File: config.mk
export PLATFORM = sky130hd
export DESIGN_NAME = dspi_regfront
export DESIGN_NICKNAME = d
export VERILOG_FILES = /design/src/rtl/dspi_pkg.sv /design/src/rtl/dspi_bank.sv /design/src/rtl/dspi_arb.sv /design/src/rtl/dspi_regfront.sv
export SDC_FILE = /design/constraint.sdc
export NUM_CORES = 1
export LEC_CHECK = 0
export BUFFER_PORTS_ARGS = -buffer_cell sky130_fd_sc_hd__buf_2
export CAP_MARGIN = 10
export CORE_ASPECT_RATIO = 0.75
export CORE_MARGIN = 1
export CORE_UTILIZATION = 50
export DETAILED_ROUTE_END_ITERATION = 16
export PLACE_DENSITY = 0.73
export SYNTH_ARGS = -nofsm -noshare
export SYNTH_HDL_FRONTEND = slang
export SYNTH_HIERARCHICAL = 1
export SYNTH_SLANG_ARGS = --single-unit
export TNS_END_PERCENT = 50
File: constraint.sdc
create_clock -name clk -period 2.33 [get_ports clk]
set_input_delay 0.233 -clock clk [delete_from_list [all_inputs] [get_ports clk]]
set_output_delay 0.233 -clock clk [all_outputs]
set_load 0.01 [all_outputs]
File: src/rtl/dspi_pkg.sv
package dspi_pkg;
  localparam int NGRP   = 2;
  localparam int OWN_W  = (NGRP > 1) ? $clog2(NGRP) : 1;
  localparam int WIDX_W = 4;

  localparam logic [WIDX_W-1:0] OFF_STAT = 4'h0;
  localparam logic [WIDX_W-1:0] OFF_CFG  = 4'h4;
  localparam logic [WIDX_W-1:0] OFF_CTL  = 4'h5;
  localparam logic [WIDX_W-1:0] OFF_DATA = 4'h8;

  localparam logic [5:0] ARB_WIDX = 6'h3C;

  localparam int CTL_CS = 0;
  localparam int CTL_RD = 1;
  localparam int CTL_WR = 2;
endpackage

File: src/rtl/dspi_bank.sv
module dspi_bank
  import dspi_pkg::*;
#(
  parameter int DATA_W = 32,
  parameter int CFG_W  = 9,
  parameter int BYTE_W = 8
) (
  input  logic              clk,
  input  logic              rst,
  input  logic              wr_en,
  input  logic [WIDX_W-1:0] off,
  input  logic [CFG_W-1:0]  wdata,
  output logic [DATA_W-1:0] rdata,
  input  logic              grant_i,
  input  logic              owned_i,
  input  logic              rx_load_i,
  input  logic [BYTE_W-1:0] rx_byte_i,
  output logic              req_o,
  output logic              req_write_o,
  output logic [CFG_W-1:0]  cfg_o,
  output logic [BYTE_W-1:0] tx_o,
  output logic              cs_o
);
  logic              pend_q;
  logic              pwr_q;
  logic              cs_q;
  logic [CFG_W-1:0]  cfg_q;
  logic [BYTE_W-1:0] data_q;
  logic              wr_ctl;
  logic              wr_any_start;

  assign wr_ctl       = wr_en && (off == OFF_CTL);
  assign wr_any_start = wdata[CTL_WR] | wdata[CTL_RD];

  always_ff @(posedge clk) begin
    if (rst) begin
      pend_q <= 1'b0;
      pwr_q  <= 1'b0;
      cs_q   <= 1'b1;
      cfg_q  <= '0;
      data_q <= '0;
    end else begin
      if (wr_en && (off == OFF_CFG)) cfg_q <= wdata;
      if (rx_load_i) data_q <= rx_byte_i;
      else if (wr_en && (off == OFF_DATA)) data_q <= wdata[BYTE_W-1:0];
      if (wr_ctl) cs_q <= wdata[CTL_CS];
      if (grant_i) begin
        pend_q <= 1'b0;
      end else if (wr_ctl && !pend_q && wr_any_start) begin
        pend_q <= 1'b1;
        pwr_q  <= wdata[CTL_WR];
      end
    end
  end

  always_comb begin
    rdata = '0;
    case (off)
      OFF_STAT: rdata = {{(DATA_W-1){1'b0}}, pend_q | owned_i};
      OFF_CFG:  rdata = {{(DATA_W-CFG_W){1'b0}}, cfg_q};
      OFF_CTL:  rdata = {{(DATA_W-3){1'b0}}, pend_q & pwr_q, pend_q & ~pwr_q, cs_q};
      OFF_DATA: rdata = {{(DATA_W-BYTE_W){1'b0}}, data_q};
      default:  rdata = '0;
    endcase
  end

  assign req_o       = pend_q;
  assign req_write_o = pwr_q;
  assign cfg_o       = cfg_q;
  assign tx_o        = data_q;
  assign cs_o        = cs_q;

  // an accepted start is gone on the next cycle
  a_r7_start_clears: assert property (@(posedge clk) disable iff (rst)
    grant_i |=> !pend_q);
  // the pin moves only on a control write
  a_r4_cs_only_ctl: assert property (@(posedge clk) disable iff (rst)
    !wr_ctl |=> $stable(cs_q));
  // a completed read lands in the data register
  a_r6_rx_lands: assert property (@(posedge clk) disable iff (rst)
    rx_load_i |=> (data_q == $past(rx_byte_i)));
endmodule

File: src/rtl/dspi_arb.sv
module dspi_arb
  import dspi_pkg::*;
#(
  parameter int CFG_W  = 9,
  parameter int BYTE_W = 8
) (
  input  logic                         clk,
  input  logic                         rst,
  input  logic                         arb_en,
  input  logic [NGRP-1:0]              req,
  input  logic [NGRP-1:0]              req_write,
  input  logic [NGRP-1:0][CFG_W-1:0]   cfg_in,
  input  logic [NGRP-1:0][BYTE_W-1:0]  tx_in,
  input  logic                         eng_done,
  output logic [NGRP-1:0]              grant,
  output logic [NGRP-1:0]              owned,
  output logic [NGRP-1:0]              rx_load,
  output logic                         eng_start,
  output logic                         eng_write,
  output logic [BYTE_W-1:0]            eng_tx,
  output logic [CFG_W-1:0]             eng_cfg
);
  logic             active_q;
  logic             start_q;
  logic             dir_q;
  logic [OWN_W-1:0] owner_q;
  logic [BYTE_W-1:0] tx_q;
  logic [CFG_W-1:0] cfg_q;
  logic [OWN_W-1:0] win;
  logic             found;

  always_comb begin
    grant = '0;
    win   = '0;
    found = 1'b0;
    if (!active_q) begin
      for (int g = 0; g < NGRP; g++) begin
        if (!found && req[g] && ((g == 0) || arb_en)) begin
          grant[g] = 1'b1;
          win      = OWN_W'(g);
          found    = 1'b1;
        end
      end
    end
  end

  always_ff @(posedge clk) begin
    if (rst) begin
      active_q <= 1'b0;
      start_q  <= 1'b0;
      dir_q    <= 1'b0;
      owner_q  <= '0;
      tx_q     <= '0;
      cfg_q    <= '0;
    end else begin
      start_q <= found;
      if (found) begin
        active_q <= 1'b1;
        owner_q  <= win;
        dir_q    <= req_write[win];
        tx_q     <= tx_in[win];
        cfg_q    <= cfg_in[win];
      end else if (eng_done) begin
        active_q <= 1'b0;
      end
    end
  end

  for (genvar g = 0; g < NGRP; g++) begin : g_route
    assign owned[g]   = active_q && (owner_q == OWN_W'(g));
    assign rx_load[g] = eng_done && owned[g] && !dir_q;
  end

  assign eng_start = start_q;
  assign eng_write = dir_q;
  assign eng_tx    = tx_q;
  assign eng_cfg   = cfg_q;

  // no launch while a transfer is still running
  a_r11_one_at_a_time: assert property (@(posedge clk) disable iff (rst)
    (active_q && !eng_done) |=> !start_q);
  // a group other than 0 launches only with the enable set
  a_r10_gate: assert property (@(posedge clk) disable iff (rst)
    (start_q && (owner_q != '0)) |-> $past(arb_en));
  // group 0 wins whenever it asks while the engine is free
  a_r9_low_first: assert property (@(posedge clk) disable iff (rst)
    (req[0] && !active_q) |=> (start_q && (owner_q == '0)));
endmodule

File: src/rtl/dspi_regfront.sv
module dspi_regfront
  import dspi_pkg::*;
#(
  parameter int ADDR_W = 6,
  parameter int DATA_W = 32,
  parameter int CFG_W  = 9,
  parameter int BYTE_W = 8
) (
  input  logic              clk,
  input  logic              rst,
  input  logic              reg_wr,
  input  logic              reg_rd,
  input  logic [ADDR_W-1:0] reg_word_addr,
  input  logic [DATA_W-1:0] reg_wdata,
  output logic [DATA_W-1:0] reg_rdata,
  output logic [NGRP-1:0]   spi_cs_n,
  output logic              eng_start,
  output logic              eng_write,
  output logic [BYTE_W-1:0] eng_tx_byte,
  output logic [CFG_W-1:0]  eng_cfg,
  input  logic              eng_done,
  input  logic [BYTE_W-1:0] eng_rx_byte
);
  localparam int REG_W = ADDR_W - WIDX_W;

  logic [REG_W-1:0]            region;
  logic [WIDX_W-1:0]           off;
  logic                        arb_hit;
  logic                        arb_en_q;
  logic [DATA_W-1:0]           rdata_nxt;
  logic [NGRP-1:0][DATA_W-1:0] bank_rdata;
  logic [NGRP-1:0]             bank_wr;
  logic [NGRP-1:0]             req;
  logic [NGRP-1:0]             req_write;
  logic [NGRP-1:0][CFG_W-1:0]  cfg_v;
  logic [NGRP-1:0][BYTE_W-1:0] tx_v;
  logic [NGRP-1:0]             grant;
  logic [NGRP-1:0]             owned;
  logic [NGRP-1:0]             rx_load;
  logic                        unused_wdata;

  assign region       = reg_word_addr[ADDR_W-1:WIDX_W];
  assign off          = reg_word_addr[WIDX_W-1:0];
  assign arb_hit      = (reg_word_addr == ADDR_W'(ARB_WIDX));
  assign unused_wdata = ^reg_wdata[DATA_W-2:CFG_W];

  for (genvar g = 0; g < NGRP; g++) begin : g_bank
    assign bank_wr[g] = reg_wr && (region == REG_W'(g));
    dspi_bank #(.DATA_W(DATA_W), .CFG_W(CFG_W), .BYTE_W(BYTE_W)) u_bank (
      .clk         (clk),
      .rst         (rst),
      .wr_en       (bank_wr[g]),
      .off         (off),
      .wdata       (reg_wdata[CFG_W-1:0]),
      .rdata       (bank_rdata[g]),
      .grant_i     (grant[g]),
      .owned_i     (owned[g]),
      .rx_load_i   (rx_load[g]),
      .rx_byte_i   (eng_rx_byte),
      .req_o       (req[g]),
      .req_write_o (req_write[g]),
      .cfg_o       (cfg_v[g]),
      .tx_o        (tx_v[g]),
      .cs_o        (spi_cs_n[g])
    );
  end

  dspi_arb #(.CFG_W(CFG_W), .BYTE_W(BYTE_W)) u_arb (
    .clk       (clk),
    .rst       (rst),
    .arb_en    (arb_en_q),
    .req       (req),
    .req_write (req_write),
    .cfg_in    (cfg_v),
    .tx_in     (tx_v),
    .eng_done  (eng_done),
    .grant     (grant),
    .owned     (owned),
    .rx_load   (rx_load),
    .eng_start (eng_start),
    .eng_write (eng_write),
    .eng_tx    (eng_tx_byte),
    .eng_cfg   (eng_cfg)
  );

  always_comb begin
    rdata_nxt = '0;
    for (int g = 0; g < NGRP; g++) begin
      if (region == REG_W'(g)) rdata_nxt = bank_rdata[g];
    end
    if (arb_hit) rdata_nxt = {arb_en_q, {(DATA_W-1){1'b0}}};
  end

  always_ff @(posedge clk) begin
    if (rst) begin
      arb_en_q  <= 1'b0;
      reg_rdata <= '0;
    end else begin
      if (reg_wr && arb_hit) arb_en_q <= reg_wdata[DATA_W-1];
      if (reg_rd) reg_rdata <= rdata_nxt;
    end
  end

  // writes that hit no register leave the arbiter enable alone
  a_r12_arb_untouched: assert property (@(posedge clk) disable iff (rst)
    !(reg_wr && arb_hit) |=> $stable(arb_en_q));
endmodule

== Word level (Yosys, flattened, before mapping) ==
Cells that the tools add are included.
Operators by class
  magnitude comparators: 1
  muxes and demuxes: 24
  bitwise gates (word level): 12
  reductions and logical operators: 34
  equality and inequality tests: 5
Operators with widths (count)
  32-bit two-way mux: 3
  9-bit one-hot mux with 4 select lines: 2
  8-bit two-way mux: 6
  1-bit logical AND: 21
  9-bit two-way mux: 2
  1-bit two-way mux: 10
  4-bit by 3-bit == test with 1-bit output, second input constant: 2
  6-bit == test, second input constant: 1
  2-bit nonzero test: 3
  1-bit inverter: 5
  1-bit AND: 4
  4-bit == test, second input constant: 1
  1-bit zero test: 4
  4-bit zero test: 1
  2-bit AND reduction: 2
  2-bit OR reduction: 2
  1-bit bitwise OR: 3
  2-bit by 1-bit == test with 1-bit output, second input constant: 1
  2-bit zero test: 1
  1-bit by 2-bit less-than comparator with 1-bit output, second input constant: 1
  2-bit two-way mux: 1
Storage, ports and cells
  output and inout bits: 53
  flip-flop bits (word level): 94
  input bits: 51
  logic and storage cells: 94

== Depth between registers and ports, before layout ==
  depth in word-level cells: 9
  mapped depth: 8
  depth with buffers taken out: 6

== By module ==
The synthesis kept the hierarchy.
Modules (own cells, without submodules)
  dspi_bank: cells an instance 154, times used 2, seq. area each 400.4 um^2, area each 1325.0 um^2
  dspi_regfront: cells an instance 186, times used 1, seq. area each 660.6 um^2, area each 1904.3 um^2
  dspi_arb: cells an instance 116, times used 1, seq. area each 420.4 um^2, area each 1114.8 um^2

== Least setup slack after synthesis ==
OpenSTA, ideal clock, no wires.
  path type: input to register
  from: in reg_word_addr[4]
  to: reg g_bank[0].u_bank.pwr_q
  setup time: 0.072 ns
  setup slack: 0.591 ns
  arrival: 1.667 ns
  path buffers: 4
  data required time: 2.258 ns
  stages on the path: 8
  path through: buf_6 buf_6 nor3b_1 buf_6 inv_2 clkbuf_1 nor4_1 mux2i_1
On the way
  cells in the longest elaborated chain, start to end: 6
Ends and longest elaborated chain
  start, declared: line dspi_regfront.sv:13  | input logic [ADDR_W-1:0] reg_word_addr,
  2-bit zero test: line dspi_regfront.sv:48  | assign bank_wr[g] = reg_wr && (region == REG_W'(g));
  1-bit logical AND: line dspi_regfront.sv:48
  net bank_wr[0]: line dspi_regfront.sv:32  | logic [NGRP-1:0] bank_wr;
  1-bit logical AND: line dspi_bank.sv:32  | assign wr_ctl = wr_en && (off == OFF_CTL);
  1-bit logical AND (2 in series): line dspi_bank.sv:49  | end else if (wr_ctl && !pend_q && wr_any_start) begin
  2-bit AND reduction (no line)
  end signal, assigned: line dspi_bank.sv:51  | pwr_q <= wdata[CTL_WR];
  end, declared: line dspi_bank.sv:25  | logic pwr_q;
The timed path passes the listed nets, and every way through them passes these cells.
A chain may end at the register's enable or synchronous reset.

== Final worst setup path ==
  from: reg u_arb.active_q
  to: reg g_bank[0].u_bank.data_q[5]
On the way
  cells in the longest elaborated chain, start to end: 4
  elaborated cells on any way between the ends: 5
  those cells by class: mux: 1; reduce/logical: 4
Ends and longest elaborated chain
  start, declared: line dspi_arb.sv:23  | logic active_q;
  start signal, assigned: line dspi_arb.sv:49  | active_q <= 1'b0;
  start signal, assigned: line dspi_arb.sv:58  | active_q <= 1'b1;
  start signal, assigned: line dspi_arb.sv:64  | active_q <= 1'b0;
  1-bit logical AND (*): line dspi_arb.sv:70  | assign owned[g] = active_q && (owner_q == OWN_W'(g));
  net owned[0]: line dspi_regfront.sv:38  | logic [NGRP-1:0] owned;
  1-bit logical AND (*) (2 in series): line dspi_arb.sv:71  | assign rx_load[g] = eng_done && owned[g] && !dir_q;
  net rx_load[0]: line dspi_regfront.sv:39  | logic [NGRP-1:0] rx_load;
  8-bit two-way mux or 2-bit nonzero test (tied branches)
  end signal, assigned: line dspi_bank.sv:44  | if (rx_load_i) data_q <= rx_byte_i;
  end signal, assigned: line dspi_bank.sv:45  | else if (wr_en && (off == OFF_DATA)) data_q <= wdata[BYTE_W-1:0];
  end, declared: line dspi_bank.sv:28  | logic [BYTE_W-1:0] data_q;
The timed path passes the listed nets; every way through them passes the cells marked *.

==> results.rst <==
.. list-table::
   :header-rows: 1

   * - Metric
     - Value
   * - Setup violations, final
     - 0
   * - Fraction of power spent switching nets
     - approximately 24%
   * - Synth Area in XOR/XNOR
     - 0%
   * - Detailed-placement wirelength estimate
     - ~9200 µm
   * - Relative slew slack
     - 52.76%
   * - Start-to-end type of the worst setup path
     - reg -> reg
   * - Portion of netlist area occupied by mux cells
     - 9.093%
   * - Critical path endpoint category
     - flop
   * - Hold Crit Endpoint
     - arb_en_q
   * - Die boundary width
     - 125.0 µm
   * - Final number of hold-violating endpoints
     - 0
   * - Buffer type at the clock tree root
     - clkbuf_16
   * - Net switching power of the design
     - approximately 840 µW
   * - Longest Clk Path Bufs
     - 2
   * - Sort of element at the start of the critical path
     - flop
   * - Hold depth
     - 3
   * - Clock period minus worst slack
     - 1.758 ns
   * - Routability cong.
     - 0.8672
   * - Number of global-route vias before repair
     - 4331
   * - TritonCTS Sinks
     - 94
   * - Detailed Route Iter0 Violations
     - 444
   * - Number of library cell types mapped by synthesis
     - 50
   * - Maximum vdd ir drop
     - 467.2 µV
   * - Wire length on met3
     - 956 µm
   * - Total internal power
     - roughly 2600 µW
   * - Clock tree from TritonCTS
     - done
   * - Async set or reset register ratio after synthesis
     - 0%
   * - Number of warning messages in the yosys log
     - 6
   * - Worst hold-check slack
     - ~0.16 ns
   * - Count of filler cells inserted in the layout
     - 997
   * - Commonest non-fill, non-tap cell in the layout
     - dfxtp_1
   * - Total congestion overflow after global routing
     - 0
   * - Average via count per standard cell
     - 5.684
   * - Power density over the cells
     - around 570 mW/mm²
   * - Top library cells by usage in the layout, fill and taps aside
     - dfxtp_1, buf_2, nor2_1, conb_1, a21oi_2
   * - Num rows
     - 33
   * - Placeable Area
     - ~0.011 mm²
   * - Number of nets in the finished design
     - 712
   * - Most used flip-flop cell after synthesis
     - dfxtp_1
   * - Number of flops mapped to enable cells by yosys
     - 0
   * - Count of buffers added by post-CTS timing repair for setup
     - 0
   * - Worst slew pin tran
     - approximately 0.7 ns
   * - Share of synthesized area occupied by flip-flops and latches
     - 33.19%
   * - Number of cells produced by synthesis
     - 610
   * - Outcome
     - finished, violations left
   * - Synthesized-area fraction occupied by ao, oa, aoi and oai cells
     - 25.25%
   * - Fraction of layout cells with a size suffix above 1
     - 34.89%
   * - Post-synthesis instance area
     - approximately 0.0057 mm²
   * - Register bit total from synthesis
     - 94
   * - Length in cells of the worst reg-to-reg path
     - 4
   * - Number of gates given a new drive strength after cts
     - 0
   * - Max-cap violations
     - 0
   * - Length of routed wiring on met1
     - 6403 µm
   * - Main combinational cell family by area after synthesis
     - compound AO/OA/AOI/OAI gates
   * - First-pass GRT wire length
     - 21730 µm
   * - Largest fanout on the critical path
     - 16
   * - R2r startpoint
     - u_arb/active_q
   * - Classification of the worst-slack hold path
     - in -> reg
   * - Final-layout setup total negative slack
     - 0 ns
   * - Failing checks
     - design-rule violations
   * - Die Footprint
     - 0.01177 mm²
   * - Number of optimization iterations in the first detailed-route pass
     - 11
   * - Setup slack on the worst flop-to-flop path
     - 0.57 ns
   * - Antenna diodes
     - 0
   * - Worst-Skew Late Latency
     - 0.34 ns
   * - Residual antenna-violating net count after detailed routing
     - 0
   * - Routed wirelength normalized by instance count
     - 17.05 µm
   * - Overall track demand over capacity in global routing
     - 23.75%
   * - Combinational cell fraction of total power
     - 10.3%
   * - Largest net degree at the start of global routing
     - 44
   * - Inserted Clock Buffers
     - 9
   * - Cell area reported after detailed placement
     - 0.005832 mm²
   * - Total of buffers placed on input and output ports
     - just over 80
   * - Number of antenna violations at the first check in global routing
     - 0
   * - Post-synthesis share of cell area spent on and, or, nand and nor gates
     - 17.97%
   * - RSZ-0062 raised after global routing
     - false
   * - Worst reg2reg path endpoint
     - g_bank[0].u_bank/tx_o[5]
   * - Leak pwr
     - 0.002557 µW
   * - Total routed wirelength
     - 13720 µm
   * - Worst Path Arrival
     - 2.01 ns
   * - Count of vias placed by the detailed router
     - 4576
   * - Sequential Power Share
     - 47.2%
   * - Power share of the clock group
     - 42.5%
   * - Hold Path Origin
     - reg_wdata[31]
   * - Top layer reached by signal wires
     - met4
   * - Met2 routed wirelength
     - 6085 µm
   * - Mean area per synthesized cell
     - 9.294 µm²
   * - Height of the chip
     - between 90 and 100 µm
   * - FMAX
     - 0.5690 GHz
   * - Post-detailed-route DRC marker count
     - 10
   * - CTS HTree Levels
     - 3
   * - Synthesized-area fraction occupied by adder cells
     - 0%
   * - Top Ports
     - 104
   * - Area Growth Syn to Fin
     - 8.011%
   * - Number of hold buffers added after CTS
     - 0
   * - Portion of the clock cycle consumed by the worst path in the final layout
     - 75.43%
   * - Final worst clock skew
     - ~0.0084 ns
   * - Crit path required time
     - 2.59 ns
   * - Clock transition time at the flip-flop clock pins of the worst setup and hold paths
     - 0.07 ns
   * - Starting density of the core
     - 51.62%
   * - Final-report max-slew violation count
     - 0
   * - Final design area excluding fillers
     - ~0.0061 mm²
cells in the mapped netlist, drive strengths merged, types with 4 or more instances:
master	number	area share, %
a211oi	18	4.0
a21oi	71	9.2
a221oi	16	3.1
a22o	10	1.5
a31oi	17	1.9
and2b	7	0.93
buf	84	12
clkbuf	17	1.1
dfxtp	94	33
inv	21	1.4
mux2	32	8.2
mux2i	5	0.88
nand2	25	1.7
nand2b	10	1.2
nand3	20	1.8
nor2	52	3.4
nor2b	27	3.0
nor3	4	0.35
nor4b	4	1.7
o21ai	38	3.8
or4b	4	0.71
worst max-delay path, cell delays in order (launching register included):
cell	delay [ns]
dfxtp_1	0.38
nor2b_1	0.21
and3b_1	0.65
a31oi_1	0.14
a221oi_2	0.29
final cells by class:
class | instances | area (µm²) | area share (%)
Timing Repair Buffer | 97 | 540.5 | 8.827
Sequential cell | 94 | 1882 | 30.73
Clock buffer | 12 | 246.5 | 4.025
Inverter | 22 | 83.83 | 1.369
Clock inverter | 3 | 45.04 | 0.7356
Tap cell | 140 | 175.2 | 2.861
Multi-Input combinational cell | 437 | 3151 | 51.45
logic make-up after synthesis:
| logic type | Yosys count |
|---|---|
| muxes | 37 |
| DFF | 94 |
| AOI/OAI and AO/OA | 182 |
| other | 2 |
| buffers and inverters | 123 |
| and+or+nand+nor | 172 |
routing by layer:
metal | vias up | global-route usage, %
li1 | 2163 | -
met1 | 2222 | 31.86
met2 | 170 | 37.36
met3 | 21 | 5.353
met4 | 0 | 8.841
met5 | - | 0
power by group through the flow:
stage	Clock, µW	Sequential [µW]	Combinational (µW)
floorplan	0	1680	313
global placement	0	1670	345
detailed placement	0	1670	352
CTS	1500	1640	353
global route	1560	1640	387
finish	1470	1640	358
metrics by stage:
| stage | worst slack, ns | utilization (%) | instances | power (µW) |
|---|---|---|---|---|
| 6_report | 0.5724 | 55.75 | 805 | 3468 |
| 5_1_grt | 0.4768 | 55.75 | 805 | 3581 |
| 4_1_cts | 0.6142 | 55.75 | 805 | 3491 |
| 3_3_place_gp | 0.5070 | 53.10 | 790 | 2018 |
| 2_1_floorplan | 0.5915 | - | 654 | 1994 |
| 3_5_place_dp | 0.4888 | 53.10 | 790 | 2026 |
worst max path at each step:
stage,from,to,depth (start not counted)
floorplan,reg_word_addr[4],g_bank[0].u_bank/req_write_o,8
global placement,reg_word_addr[2],reg_rdata[4],7
detailed placement,reg_word_addr[2],reg_rdata[4],7
CTS,u_arb/active_q,g_bank[0].u_bank/tx_o[5],4
global route,u_arb/active_q,g_bank[0].u_bank/tx_o[3],4
finish,u_arb/active_q,g_bank[0].u_bank/tx_o[5],4
sequential cells by signal, indices dropped and copies added, names as in the netlist:
register,cells
g_bank.u_bank/req_o,2
reg_rdata,32
arb_en_q,1
u_arb/eng_tx,8
u_arb/eng_cfg,9
u_arb/eng_start,1
u_arb/eng_write,1
g_bank.u_bank/cfg_o,18
u_arb/owner_q,1
g_bank.u_bank/req_write_o,2
g_bank.u_bank/cs_o,2
u_arb/active_q,1
g_bank.u_bank/tx_o,16
(Power assumes the default switching activity.)
